--- src/rtl/stamp_cap_pkg.sv ---
package stamp_cap_pkg;
    localparam int ADDR_W = 7;

    localparam logic [ADDR_W-1:0] OFS_CNT  = 7'h00;
    localparam logic [ADDR_W-1:0] OFS_CAP  = 7'h08;
    localparam logic [ADDR_W-1:0] OFS_CTRL = 7'h28;
    localparam logic [ADDR_W-1:0] OFS_INT  = 7'h2C;
    localparam logic [ADDR_W-1:0] OFS_CLR  = 7'h30;
    localparam logic [ADDR_W-1:0] OFS_ID   = 7'h5C;

    localparam int BIT_LOAD     = 8;
    localparam int BIT_ONESHOT  = 16;
    localparam int BIT_STOP_LSB = 17;
    localparam int BIT_RUN      = 20;
    localparam int EN_LSB       = 1;
    localparam int FLG_LSB      = 17;

    typedef struct packed {
        logic [1:0] idx;
        logic       armed;
    } seq_st_t;
endpackage

--- src/rtl/stamp_cap_edge.sv ---
module stamp_cap_edge #(
    parameter int STAGES = 2
) (
    input  logic clk,
    input  logic rst_n,
    input  logic sig_in,
    output logic rise,
    output logic fall
);
    localparam int LAST = STAGES;

    logic [LAST:0] chain_d, chain_q;

    always_comb begin
        chain_d = chain_q;
        chain_d[0] = sig_in;
        for (int k = 1; k <= LAST; k++) begin
            chain_d[k] = chain_q[k-1];
        end
    end

    always_ff @(posedge clk or negedge rst_n) begin
        if (!rst_n) chain_q <= '0;
        else        chain_q <= chain_d;
    end

    assign rise =  chain_q[LAST-1] & ~chain_q[LAST];
    assign fall = ~chain_q[LAST-1] &  chain_q[LAST];
endmodule

--- src/rtl/stamp_cap_seq.sv ---
module stamp_cap_seq
    import stamp_cap_pkg::*;
#(
    parameter int N_SLOTS = 4
) (
    input  logic               clk,
    input  logic               rst_n,
    input  logic               rise,
    input  logic               fall,
    input  logic [N_SLOTS-1:0] pol,
    input  logic               load_en,
    input  logic               oneshot,
    input  logic [1:0]         last_slot,
    input  logic               rearm,
    output logic [N_SLOTS-1:0] cap_upd
);
    seq_st_t d, q;
    logic    hit;

    always_comb begin
        d   = q;
        hit = load_en && q.armed && (pol[q.idx] ? fall : rise);
        if (rearm) begin
            d.idx   = '0;
            d.armed = 1'b1;
        end else if (hit) begin
            if (q.idx == last_slot || int'(q.idx) == N_SLOTS - 1) begin
                d.idx   = '0;
                d.armed = !oneshot;
            end else begin
                d.idx = q.idx + 2'd1;
            end
        end
    end

    always_ff @(posedge clk or negedge rst_n) begin
        if (!rst_n) begin
            q.idx   <= '0;
            q.armed <= 1'b1;
        end else begin
            q <= d;
        end
    end

    for (genvar g = 0; g < N_SLOTS; g++) begin : g_upd
        assign cap_upd[g] = hit && (int'(q.idx) == g);
    end
endmodule

--- src/rtl/stamp_cap.sv ---
module stamp_cap
    import stamp_cap_pkg::*;
#(
    parameter int          CNT_W   = 32,
    parameter int          N_SLOTS = 4,
    parameter int          SYNC_N  = 2,
    parameter logic [31:0] ID_WORD = 32'h5C0A_0001
) (
    input  logic        clk,
    input  logic        rst_n,
    input  logic        bus_sel,
    input  logic        bus_we,
    input  logic [6:0]  bus_addr,
    input  logic [31:0] bus_wdata,
    output logic [31:0] bus_rdata,
    input  logic        cap_in,
    output logic        irq
);
    localparam int NEV = N_SLOTS + 1;

    typedef struct packed {
        logic [CNT_W-1:0]              cnt;
        logic [N_SLOTS-1:0][CNT_W-1:0] cap;
        logic [31:0]                   ctrl;
        logic [NEV-1:0]                en;
        logic [NEV-1:0]                flg;
        logic                          gflag;
    } st_t;

    st_t d, q;

    logic               rise, fall;
    logic [N_SLOTS-1:0] cap_upd;
    logic [N_SLOTS-1:0] pol;
    logic               wr, cnt_wr, ctrl_wr, clr_wr, ovf;
    logic [NEV-1:0]     clr_mask;

    assign wr      = bus_sel && bus_we;
    assign cnt_wr  = wr && bus_addr == OFS_CNT;
    assign ctrl_wr = wr && bus_addr == OFS_CTRL;
    assign clr_wr  = wr && bus_addr == OFS_CLR;

    for (genvar g = 0; g < N_SLOTS; g++) begin : g_pol
        assign pol[g] = q.ctrl[2*g];
    end

    stamp_cap_edge #(.STAGES(SYNC_N)) u_edge (
        .clk    (clk),
        .rst_n  (rst_n),
        .sig_in (cap_in),
        .rise   (rise),
        .fall   (fall)
    );

    stamp_cap_seq #(.N_SLOTS(N_SLOTS)) u_seq (
        .clk       (clk),
        .rst_n     (rst_n),
        .rise      (rise),
        .fall      (fall),
        .pol       (pol),
        .load_en   (q.ctrl[BIT_LOAD]),
        .oneshot   (q.ctrl[BIT_ONESHOT]),
        .last_slot (q.ctrl[BIT_STOP_LSB +: 2]),
        .rearm     (ctrl_wr),
        .cap_upd   (cap_upd)
    );

    always_comb begin
        d        = q;
        ovf      = 1'b0;
        clr_mask = clr_wr ? bus_wdata[1 +: NEV] : '0;
        if (cnt_wr) begin
            d.cnt = bus_wdata[CNT_W-1:0];
        end else if (q.ctrl[BIT_RUN]) begin
            d.cnt = q.cnt + 1'b1;
            ovf   = (q.cnt == '1);
        end
        for (int i = 0; i < N_SLOTS; i++) begin
            if (wr && bus_addr == 7'(int'(OFS_CAP) + 4*i)) d.cap[i] = bus_wdata[CNT_W-1:0];
            if (cap_upd[i]) d.cap[i] = q.cnt;
        end
        if (ctrl_wr) d.ctrl = bus_wdata;
        if (wr && bus_addr == OFS_INT) d.en = bus_wdata[EN_LSB +: NEV];
        d.flg   = (q.flg & ~clr_mask) | {ovf, cap_upd};
        d.gflag = (q.gflag & ~(clr_wr && bus_wdata[0])) | (|(d.flg & d.en));
    end

    always_ff @(posedge clk or negedge rst_n) begin
        if (!rst_n) q <= '0;
        else        q <= d;
    end

    always_comb begin
        bus_rdata = '0;
        case (bus_addr)
            OFS_CNT:  bus_rdata = 32'(q.cnt);
            OFS_CTRL: bus_rdata = q.ctrl;
            OFS_INT: begin
                bus_rdata[0]             = q.gflag;
                bus_rdata[EN_LSB +: NEV]  = q.en;
                bus_rdata[FLG_LSB +: NEV] = q.flg;
            end
            OFS_ID:   bus_rdata = ID_WORD;
            default: begin
                for (int i = 0; i < N_SLOTS; i++) begin
                    if (bus_addr == 7'(int'(OFS_CAP) + 4*i)) bus_rdata = 32'(q.cap[i]);
                end
            end
        endcase
    end

    assign irq = q.gflag;
endmodule

--- config.mk ---
export PLATFORM = sky130hd
export DESIGN_NAME = stamp_cap
export DESIGN_NICKNAME = d
export VERILOG_FILES = /design/src/rtl/stamp_cap_pkg.sv /design/src/rtl/stamp_cap_edge.sv /design/src/rtl/stamp_cap_seq.sv /design/src/rtl/stamp_cap.sv
export SDC_FILE = /design/constraint.sdc
export NUM_CORES = 1
export LEC_CHECK = 0
export BUFFER_PORTS_ARGS = -buffer_cell sky130_fd_sc_hd__clkbuf_2
export CAP_MARGIN = 10
export CORE_MARGIN = 2
export CORE_UTILIZATION = 36
export DETAILED_ROUTE_END_ITERATION = 12
export GPL_ROUTABILITY_DRIVEN = 0
export GPL_TIMING_DRIVEN = 0
export SYNTH_ARGS = -nofsm -noshare
export SYNTH_HDL_FRONTEND = slang
export SYNTH_SLANG_ARGS = --single-unit
--- constraint.sdc ---
create_clock -name clk -period 4.2 [get_ports clk]
set_input_delay 0 -clock clk [delete_from_list [all_inputs] [get_ports clk]]
set_output_delay 0 -clock clk [all_outputs]
set_load 0.01 [all_outputs]
==> out/results.tsv, run 1 <==
stage	metric	value	unit
outcome	status	completed	
die	Std-Cell Rows	65	
synth	Synth Instances	1161	
synth	ys async rst share	100	%
power_and_ir_drop	PD cells	373	nW/um2
synth	flop and latch count out of synthesis	209	
global_route	number of global-route vias before repair	9718	
global_route	Total Routing Usage GR	24.2	%
critical_path	worst-path fanout max	10	
synth	Avg Cell Area, Syn	9.82	um2
sta	clock skew	0.0169	ns
clock_tree	CTS HTree Levels	1	
sta	Setup Viol. Count Final	0	
clock_tree	Clock transition at path regs	0.06	ns
cells_and_area	number of fill cells	3136	
min_path	Hold Crit Start	bus_addr[6]	
placed_design	Detail Placement HPWL	26300	um
placed_design	port buffer count	74	
critical_path	number of cells on the worst reg-to-reg path	6	
clock_tree	total clock buffers created by CTS	25	
critical_path	register-to-register setup slack	1.04	ns
sta	Max-slew headroom	18.4	%
min_path	Hold Path Depth	5	
critical_path	worst r2r dst	q[76]	
cells_and_area	layout cells sized above 1	14.6	%
global_route	first-pass GRT wire length	60800	um
sta	Hold Worst Slack	0.0136	ns
cells_and_area	area of the multi-input gates	5610	um2
clock_tree	clk root buf	clkbuf_16	
sta	fmax	251	MHz
placed_design	placed insts	1638	
drt	antenna viol nets, final	0	
sta	Final Hold Vio Count	0	
clock_tree	CTS sink cnt	209	
synth	Yosys warnings	0	
sta	PnR worst setup slack	0.219	ns
clock_tree	worst skew pair latency	0.55	ns
synth	syn_nets	1210	
global_route	total grt overflow	0	
sta	RSZ-0062 raised after global routing	no	
cells_and_area	Layout Nets	1353	
cells_and_area	n_diodes	0	
cells_and_area	final std cells w/o fill	1721	
critical_path	CP Class	in -> out	
sta	Worst Tran Pin Value	1.22	ns
die	Die X	182	um
drt	vias post-DR	9795	
sta	fin crit share	94.8	%
clock_tree	TritonCTS clock tree	built	
min_path	Hold EP	q[2]	
placed_design	pre-CTS setup slack	0.674	ns
cells_and_area	Final Util	43.1	%
die	I/O Pins	77	
die	core area	31400	um2
critical_path	slowest CP cell	clkbuf_1	
critical_path	endpoint kind of the worst setup timing path	output pin	
synth	Distinct cells, synth	52	
drt	initial DRC count	916	
global_route	largest net degree at the start of global routing	108	
drt	drt wl/cell	23.2	um
cells_and_area	synth-to-layout area growth	18.6	%
placed_design	Post-DP Area	12300	um2
min_path	Hold Crit Class	in -> reg	
synth	post-synthesis sequential area ratio	45.9	%
cells_and_area	Finished Cell Area	13500	um2
critical_path	slowest stage delay, CP	0.77	ns
die	Initial Utilization	36.3	%
critical_path	reg2reg start	u_seq.q[1]	
die	Die H	182	um
power_and_ir_drop	worst vdd ir	305	uV
drt	number of vias per cell	5.69	
critical_path	startpoint types	input pin	
sta	post-route minimum period	3.98	ns
synth	Synth Flop Type	dfrtp_1	
drt	drt first pass iters	6	
clock_tree	CTS Buffer Depth	3	
synth	EDFF count, synth	0	
run	max capacitance violation total	0	
cells_and_area	Storage cell area	5230	um2
synth	largest cells by area after synthesis	dfrtp_1, mux2i_1, nand2_1	
drt	final WL	39900	um
global_route	initial antenna violation count	0	
critical_path	CP cell instances	dlygate4sd3_1 -> clkbuf_2 -> buf_2 -> nor4b_2 -> nor2b_1 -> clkbuf_1 -> clkbuf_1 -> a221oi_1 -> mux2i_1 -> clkbuf_2	
critical_path	Crit path required time	4.20	ns
critical_path	critical path arrival	3.98	ns
die	Die ar.	33100	um2
drt	drt drc	0	
power_and_ir_drop	static leakage	5.46	nW
synth	Yosys top cell by area	dfrtp_1	
synth	Synth Cell Area	11400	um2
synth	Synth top area share	45.7	%
sta	max-slew violations	0	
==> sequential cells by signal, summed over array words and instances, names as in the netlist <==
register,flops
q,198
u_seq.q,3
u_edge.chain_q,3
pol,4
irq,1
==> metrics by stage <==
stage | TNS, ns | power [mW]
6_report | 0 | 5.05
5_1_grt | 0 | 5.25
4_1_cts | 0 | 5.07
3_5_place_dp | 0 | 2.95
3_3_place_gp | -257.94 | 2.93
2_1_floorplan | 0 | 2.68
==> cell usage in the layout (no fill, tap or decap), types with 4 or more instances in the layout <==
master / netlist / routed
inv_1: 13 / 13
nand4_1: 10 / 10
and4_1: 7 / 7
a222oi_1: 8 / 8
and2_1: 6 / 6
clkbuf_1: 74 / 80
dfrtp_1: 208 / 208
nor4_1: 11 / 11
buf_2: 28 / 28
o21ai_0: 95 / 95
a221o_1: 5 / 5
mux2_2: 34 / 34
clkbuf_16: 0 / 25
xor2_1: 7 / 7
a2bb2oi_1: 7 / 7
buf_1: 5 / 4
clkbuf_2: 0 / 73
o21ai_1: 39 / 39
and3_1: 8 / 8
dlygate4sd3_1: 0 / 40
nor2_1: 71 / 71
mux2i_1: 185 / 185
buf_8: 3 / 4
nand3_1: 14 / 14
clkbuf_8: 0 / 7
a22oi_1: 24 / 24
nor3_1: 9 / 9
ha_1: 5 / 5
a221oi_1: 28 / 28
a21oi_1: 40 / 40
xnor2_1: 26 / 26
nand2_1: 152 / 152
==> cell type report <==
| type | instances | share of cell area, % |
|---|---|---|
| plain buffers | 114 | 3.96 |
| clock buffers | 38 | 5.43 |
| clock inverters | 4 | 0.305 |
| inverters | 14 | 0.389 |
| multi-input cells | 824 | 41.4 |
| flip-flops and latches | 209 | 38.7 |
| well taps | 402 | 3.72 |
| repair buffers | 116 | 6.08 |
==> kinds of logic after synthesis <==
logic type	after synthesis	synth area share, %
AOI/OAI and AO/OA	255	13.7
xor gates and xnor gates	33	2.54
adders and majority gates	5	0.549
buffers and inverters	128	5.05
DFF	209	45.9
muxes	220	19.8
and+or+nand+nor	311	12.5
==> worst max-delay path, delay by kind of cell <==
kind	cells	cell delay, ns
AND/OR/NAND/NOR	2	0.85
AO/OA/AOI/OAI	1	0.35
buffers and inverters	6	2.42
multiplexers	1	0.35
==> where the power goes <==
group / switching [mW] / internal, mW
combinational: 0.413 / 0.264
clock: 0.891 / 1.20
sequential: 0.107 / 2.17
total: 1.41 / 3.64
==> what timing repair did <==
item | CTS | global route
endpoints found under the hold margin | 300 | 0
endpoints found under the setup margin | 0 | 15
hold buffers | 40 | 0
resized for setup | 0 | 5
setup buffers | 0 | 0
==> how the worst max path moves through the flow <==
stage                          endpoint         from  slack, ns
after global placement           q[113]        rst_n      -1.27
after CTS                 bus_rdata[20]  bus_addr[5]       0.12
after floorplan                  q[162]   u_seq.q[1]       2.01
after detailed placement  bus_rdata[31]  bus_addr[5]       0.67
after global routing      bus_rdata[31]  bus_addr[5]       0.05
final                     bus_rdata[20]  bus_addr[5]       0.22
==> synthesized netlist by cell type, drive strengths merged (3+ instances only) <==
library cell,n
inv,13
xnor2,26
a221oi,28
nor4,11
a2bb2oi,7
a222oi,8
nand4,10
xor2,7
mux2,34
nor3,10
dfrtp,208
nand3,14
nand2,152
or3b,4
and3,8
o21ai,134
buf,40
a21oi,40
a221o,5
and4,7
a22oi,24
and2,6
ha,5
mux2i,185
a21o,3
nor4b,4
nand2b,3
clkbuf,74
nor2,72
==> metal layers <==
layer / track usage [%] / wire (um) / vias up
li1: - / - / 4423
met1: 33.9 / 17400 / 4870
met2: 36.6 / 17700 / 413
met3: 5.31 / 3360 / 89
met4: 9.00 / 1470 / 0
met5: 0 / 0 / -
(Power assumes the default switching activity.)
==> inputs of run 2 (changes only) <==
Settings changed: CORE_UTILIZATION 36 to 44.
==> run 2 against run 1 <==
Final area decreased by 0.61%. Clock power about the same. Core utilization increased by 10 points. Setup slack got worse by 0.038 ns. Register-to-register slack got worse by 0.08 ns. Global-route usage increased by 5.4 points.
==> out/results.tsv, run 2 (same netlist as run 1, synthesis figures left out) <==
stage	metric	value	unit
cells_and_area	Most flops, register	q	
cells_and_area	layout cells sized above 1	14.6	%
sta	clock skew	0.0174	ns
critical_path	worst-path fanout max	10	
drt	drt wl/cell	24.0	um
clock_tree	worst skew pair latency	0.53	ns
drt	drt drc	0	
critical_path	startpoint types	input pin	
power_and_ir_drop	PD cells	376	nW/um2
power_and_ir_drop	static leakage	5.48	nW
die	Die H	165	um
power_and_ir_drop	worst vdd ir	279	uV
cells_and_area	Final Util	53.1	%
placed_design	Post-DP Area	12300	um2
placed_design	Detail Placement HPWL	26400	um
sta	fin crit share	95.7	%
global_route	total grt overflow	0	
cells_and_area	synth-to-layout area growth	17.9	%
die	Die X	165	um
clock_tree	TritonCTS clock tree	built	
die	core area	25300	um2
sta	post-route minimum period	4.02	ns
min_path	Hold Crit Class	in -> async	
sta	RSZ-0062 raised after global routing	no	
drt	number of vias per cell	5.94	
clock_tree	total clock buffers created by CTS	25	
clock_tree	CTS HTree Levels	1	
critical_path	critical path arrival	4.02	ns
drt	initial DRC count	1130	
sta	max-slew violations	0	
cells_and_area	most frequent cells in the layout	dfrtp_1, mux2i_1, nand2_1	
run	max capacitance violation total	0	
clock_tree	CTS sink cnt	209	
sta	Max-slew headroom	14.2	%
global_route	initial antenna violation count	0	
outcome	status	completed	
critical_path	endpoint kind of the worst setup timing path	output pin	
cells_and_area	Finished Cell Area	13400	um2
global_route	number of global-route vias before repair	9537	
die	I/O Pins	77	
die	Initial Utilization	45.0	%
die	Die ar.	27200	um2
power_and_ir_drop	final total power	5.05	mW
clock_tree	clk root buf	clkbuf_16	
sta	setup_tns	0	ns
drt	vias post-DR	9801	
clock_tree	CTS Buffer Depth	3	
sta	Worst Tran Pin Value	1.29	ns
cells_and_area	Layout Nets	1354	
global_route	first-pass GRT wire length	59400	um
drt	final WL	39500	um
sta	Final Hold Vio Count	0	
sta	fmax	249	MHz
sta	Setup Viol. Count Final	0	
cells_and_area	number of flip-flops in the largest register	198	
global_route	largest net degree at the start of global routing	86	
placed_design	port buffer count	74	
critical_path	Crit path required time	4.20	ns
clock_tree	PostCTS Resize Cnt	0	
clock_tree	Clock transition at path regs	0.06	ns
cells_and_area	n_diodes	0	
critical_path	CP Class	in -> out	
global_route	Total Routing Usage GR	29.6	%
cells_and_area	most common cell after layout, fill and taps aside	dfrtp_1	
drt	drt first pass iters	5	
die	Std-Cell Rows	58	
drt	antenna viol nets, final	0	
run 2: area by class of cell:
| type | instances | area (um2) |
|---|---|---|
| Timing Repair Buffer | 117 | 860 |
| Clock inverter | 5 | 50.0 |
| Multi-Input combinational cell | 824 | 5590 |
| Clock buffer | 37 | 721 |
| Inverter | 14 | 52.6 |
| Sequential cell | 209 | 5230 |
| Buffer | 114 | 523 |
| Tap cell | 330 | 413 |
| Fill cell | 2356 | 11900 |
run 2: critical path, stage by stage:
cell           delay (ns)
dlygate4sd3_1        0.53
clkbuf_2             0.13
nor4b_1              0.85
nor2b_1              0.23
buf_1                0.30
buf_2                0.38
clkbuf_1             0.73
a221oi_1             0.33
mux2i_1              0.33
clkbuf_2             0.19
run 2: stage by stage:
stage	setup WS (ns)	instances	hold slack, ns
3_5_place_dp	0.634	1568	-0.0417
6_report	0.181	1650	0.0160
5_1_grt	0.0424	1650	0.0486
2_1_floorplan	2.01	1161	-0.296
3_3_place_gp	-1.28	1565	0.110
4_1_cts	0.313	1650	0.00606
run 2: path summary, 6_finish.rpt:
kind / slack (ns) / startpoint / depth (start not counted) / endpoint
max: 0.18 / bus_addr[1] / 10 / bus_rdata[20]
min reg2reg: 0.35 / u_edge.chain_q[0] / 0 / u_edge.chain_q[1]
min in group clk: 0.02 / bus_addr[5] / 4 / q[3]
max reg2reg: 0.96 / u_seq.q[1] / 6 / q[77]
min: 0.02 / rst_n / 3 / q[136]
max in group asynchronous: 3.31 / rst_n / 4 / q[51]
run 2: timing repair:
action | CTS | global route
hold buffers | 40 | 0
buffers inserted | 0 | 0
hold endpoints to repair | 321 | 0
run 2: metal layers:
metal	GRT usage [%]	share of wire (%)	vias to the layer above
met5	0	0	-
met4	10.6	3.9	0
met3	3.92	7.8	92
met2	47.1	45	433
met1	41.6	43	4850
li1	-	-	4426
run 2: power by group:
part           switching (mW)  internal [mW]
combinational           0.414          0.267
clock                   0.860           1.23
sequential              0.103           2.17
total                    1.38           3.67
